**config.mk**
```make
export PLATFORM = sky130hd
export DESIGN_NAME = div3_iter
export DESIGN_NICKNAME = d
export VERILOG_FILES = /design/src/rtl/div3_iter.sv
export SDC_FILE = /design/constraint.sdc
export NUM_CORES = 1
export LEC_CHECK = 0
export ABC_CLOCK_PERIOD_IN_PS = 4200
export BUFFER_PORTS_ARGS = -buffer_cell sky130_fd_sc_hd__buf_2
export CELL_PAD_IN_SITES_DETAIL_PLACEMENT = 1
export CELL_PAD_IN_SITES_GLOBAL_PLACEMENT = 1
export CORE_MARGIN = 3
export CORE_UTILIZATION = 39
export DETAILED_ROUTE_END_ITERATION = 7
export HOLD_SLACK_MARGIN = 0.08
export MAX_ROUTING_LAYER = met4
export PLACE_DENSITY_LB_ADDON = 0.05
export SLEW_MARGIN = 30
export SYNTH_ARGS = -nofsm -noshare
export SYNTH_HDL_FRONTEND = slang
export SYNTH_SLANG_ARGS = --single-unit
export TNS_END_PERCENT = 20
```
**constraint.sdc**
```tcl
create_clock -name clk -period 4.2 [get_ports clk]
set_clock_uncertainty 0.1 [all_clocks]
set_input_delay 0.42 -clock clk [delete_from_list [all_inputs] [get_ports clk]]
set_output_delay 0.42 -clock clk [all_outputs]
set_load 0.005 [all_outputs]
```
**src/rtl/div3_iter.sv**
```systemverilog
module div3_iter #(
  parameter int W = 8
) (
  input  logic         clk,
  input  logic         rst_n,
  input  logic         start,
  input  logic [W-1:0] operand,
  output logic [W-1:0] remainder,
  output logic         done,
  output logic         is_mult3
);

  localparam logic [W-1:0] STEP = W'(3);

  typedef enum logic [1:0] {S_IDLE = 2'd0, S_RUN = 2'd1, S_HOLD = 2'd2} state_t;

  state_t      st;
  logic [W-1:0] work;
  logic         below;

  assign below     = work < STEP;
  assign remainder = work;

  always_ff @(posedge clk or negedge rst_n) begin
    if (!rst_n) begin
      st       <= S_IDLE;
      work     <= '0;
      done     <= 1'b0;
      is_mult3 <= 1'b0;
    end else if (!start) begin
      st       <= S_IDLE;
      work     <= operand;
      done     <= 1'b0;
      is_mult3 <= 1'b0;
    end else begin
      unique case (st)
        S_IDLE: st <= S_RUN;
        S_RUN: begin
          if (below) begin
            st       <= S_HOLD;
            done     <= 1'b1;
            is_mult3 <= (work == '0);
          end else begin
            work <= work - STEP;
          end
        end
        S_HOLD: st <= S_HOLD;
        default: st <= S_IDLE;
      endcase
    end
  end

endmodule


```
==> flow_summary.yaml <==
route:
  dr.first_iter.drc_count: 6
  vias: 622
  postRouteAntennaNets: 0
  drcViolationCount: 0
  viasPerCell: 5.183
  routedWlPerCell_um: 14.13
  dr.pass1.iters: 4
  routed_wl_um: 1695
die:
  rows: 14
  io_pins: 21
  die_x_um: 48.88
  start_util: 0.4449
  die-area_sq_um: 2389
  core_sq_um: 1612
  die_y_um: 48.88
global_routing:
  grt_max_degree: 22
  grt_pass1_wl_um: 2815
  grt_overflow_total: 0
  antenna_found_initial: 0
  first_global_vias: 599
  grt_use_total: 0.1617
clock_tree:
  cts_resized: 0
  clock_path_buffers: 2
  cts-root-buf: "clkbuf_4"
  htreeDepth: 1
  clk_pin_slew_ns: 0.08
  cts_buffers: 3
  cts_tree: "done"
  cts_setup_buffers: 0
  clock-sinks: 12
  clock_latency_ns: 0.28
setup_path:
  worstSetupStartpointType: "register"
  worstPathArrival_ns: 2.03
  cpPeakStageDelay_ns: 0.60
  crit_buf_inv: 0
  critPathCaptureType: "register"
  crit_required_ns: 4.24
  path_cells: "or4_4 > o41ai_4 > mux2i_1 > a21oi_1"
  cp_max_fo: 5
  critPathTopFamily: "simple AND/OR/NAND/NOR gates"
  critPathSlowestCell: "or4_4"
  critPathKind: "register to register"
sta:
  worst_pin_slew_ns: 0.5632
  setup_viol: 0
  post-route-period-util: 0.4743
  finalSetupTns_ns: 0
  holdWs_ns: 0.2744
  slew_violations: 0
  period_minus_slack_ns: 1.992
  relSlewSlack: 0.6211
  max_freq_mhz: 502.0
  grt_setup_unrepaired: "false"
  hold_viol_final: 0
place:
  gp_congestion: 0.7184
  port_buffers: 20
  dp_hpwl_um: 1257
finish:
  finalNetCount: 112
  layout_commonest_cell: "buf_2"
  layout_common_cells: "buf_2 (20), dfrtp_1 (12), nor2_1 (9), a21oi_1 (9)"
  syn_to_final_growth_pct: 23.56
  n_antenna_cell: 0
  final_util: 0.5497
  fill_cells: 205
  multi_input_area_sq_um: 390.4
  seq_area_sq_um: 300.3
  drive_gt1_frac: 0.3021
synthesis:
  synth_warnings: 0
  synth.distinct_cells: 24
  synth-seq-cells: 12
  synthesis.instances: 73
  syn_area_per_cell_sq_um: 9.821
  synth_nets: 88
  ys_seq_area_frac: 0.4188
  netlist_area_sq_um: 716.9
power_and_ir_drop:
  leakage_uw: 0.0004089
  p_per_area_nw_per_um2: 474.0
  ir_drop_mv: 0.2311
flow_run:
  max_cap_viol_count: 0
hold_path:
  worstHoldPathType: "input port to register"
outcome:
  status: "completed"
[sequential cells by signal, indices dropped and copies added, names as in the netlist]
signal	count
st	2
done	1
is_mult3	1
remainder	8
[synthesized netlist by cell type (all sizes together)]
cell type,count,share of area
xnor2,3,0.037
nor4,2,0.017
dfrtp,12,0.42
a21bo,1,0.014
inv,5,0.026
mux2i,5,0.070
or2,1,0.0087
or4,2,0.028
nand3b,1,0.010
o21a,1,0.010
o21ai,1,0.0070
nand2b,2,0.017
nor2b,4,0.035
o41ai,1,0.038
a21oi,9,0.063
a31oi,1,0.0087
clkbuf,2,0.010
a211oi,3,0.031
ha,4,0.070
nor2,9,0.047
nand4b,1,0.012
nor3,2,0.014
nand2,1,0.0052
[per-stage QoR]
stage               cell area, sq um  worst slack (ns)  power, uW  cells
finish                         885.9             2.208      419.9    120
floorplan                      716.9             2.335      277.7     73
global route                   885.9             2.012      458.5    120
CTS                            885.9             2.185      428.4    120
global placement               839.6             2.235      320.4    115
detailed placement             839.6             2.193      327.9    115
[metal layers]
layer  part of all wire  track usage
met1               0.45       0.1890
met2               0.49       0.2624
met3              0.043      0.03058
met4              0.018      0.08531
met5                  0            -
[kinds of logic after synthesis]
kind of cell	Yosys count	share of synthesized area
compound gates	17	0.1728
mux	5	0.06981
buf+inv	7	0.03666
simple gates	25	0.1955
fa+ha+maj	4	0.06981
xor+xnor	3	0.03666
flops	12	0.4189
[where the power goes]
part / internal (uW) / total, uW / switching, uW
combinational: 78.8 / 160 / 80.7
clock: 52.7 / 93.4 / 40.7
sequential: 138 / 167 / 29.3
[worst paths after layout]
check,start,to,slack (ns),cells past startpoint
setup reg to reg,remainder[3],remainder[1],2.21,4
min in group asynchronous,rst_n,remainder[4],0.45,2
setup / recovery,remainder[3],remainder[1],2.21,4
max in group asynchronous,rst_n,st[1],3.32,2
hold / removal,operand[5],remainder[5],0.27,3
hold reg to reg,done,done,0.44,1
[repair_timing]
action | 4_1_cts | 5_1_grt
endpoints found under the hold margin | 12 | 0
endpoints found under the setup margin | 0 | 0
hold buffers | 1 | 0
[worst min-delay path: cells and delay by family]
kind	cells	cell delay, ns
and+or+nand+nor	2	0.12
buffers and inverters	1	0.08
[cell type report]
class,instances,share of cell area
Clock buffer,4,0.04096
Inverter,5,0.02119
Multi-Input combinational cell,54,0.4407
Sequential cell,12,0.3390
Tap cell,24,0.03390
Timing Repair Buffer,21,0.1243
No activity file was read; power rests on OpenSTA's default activity.
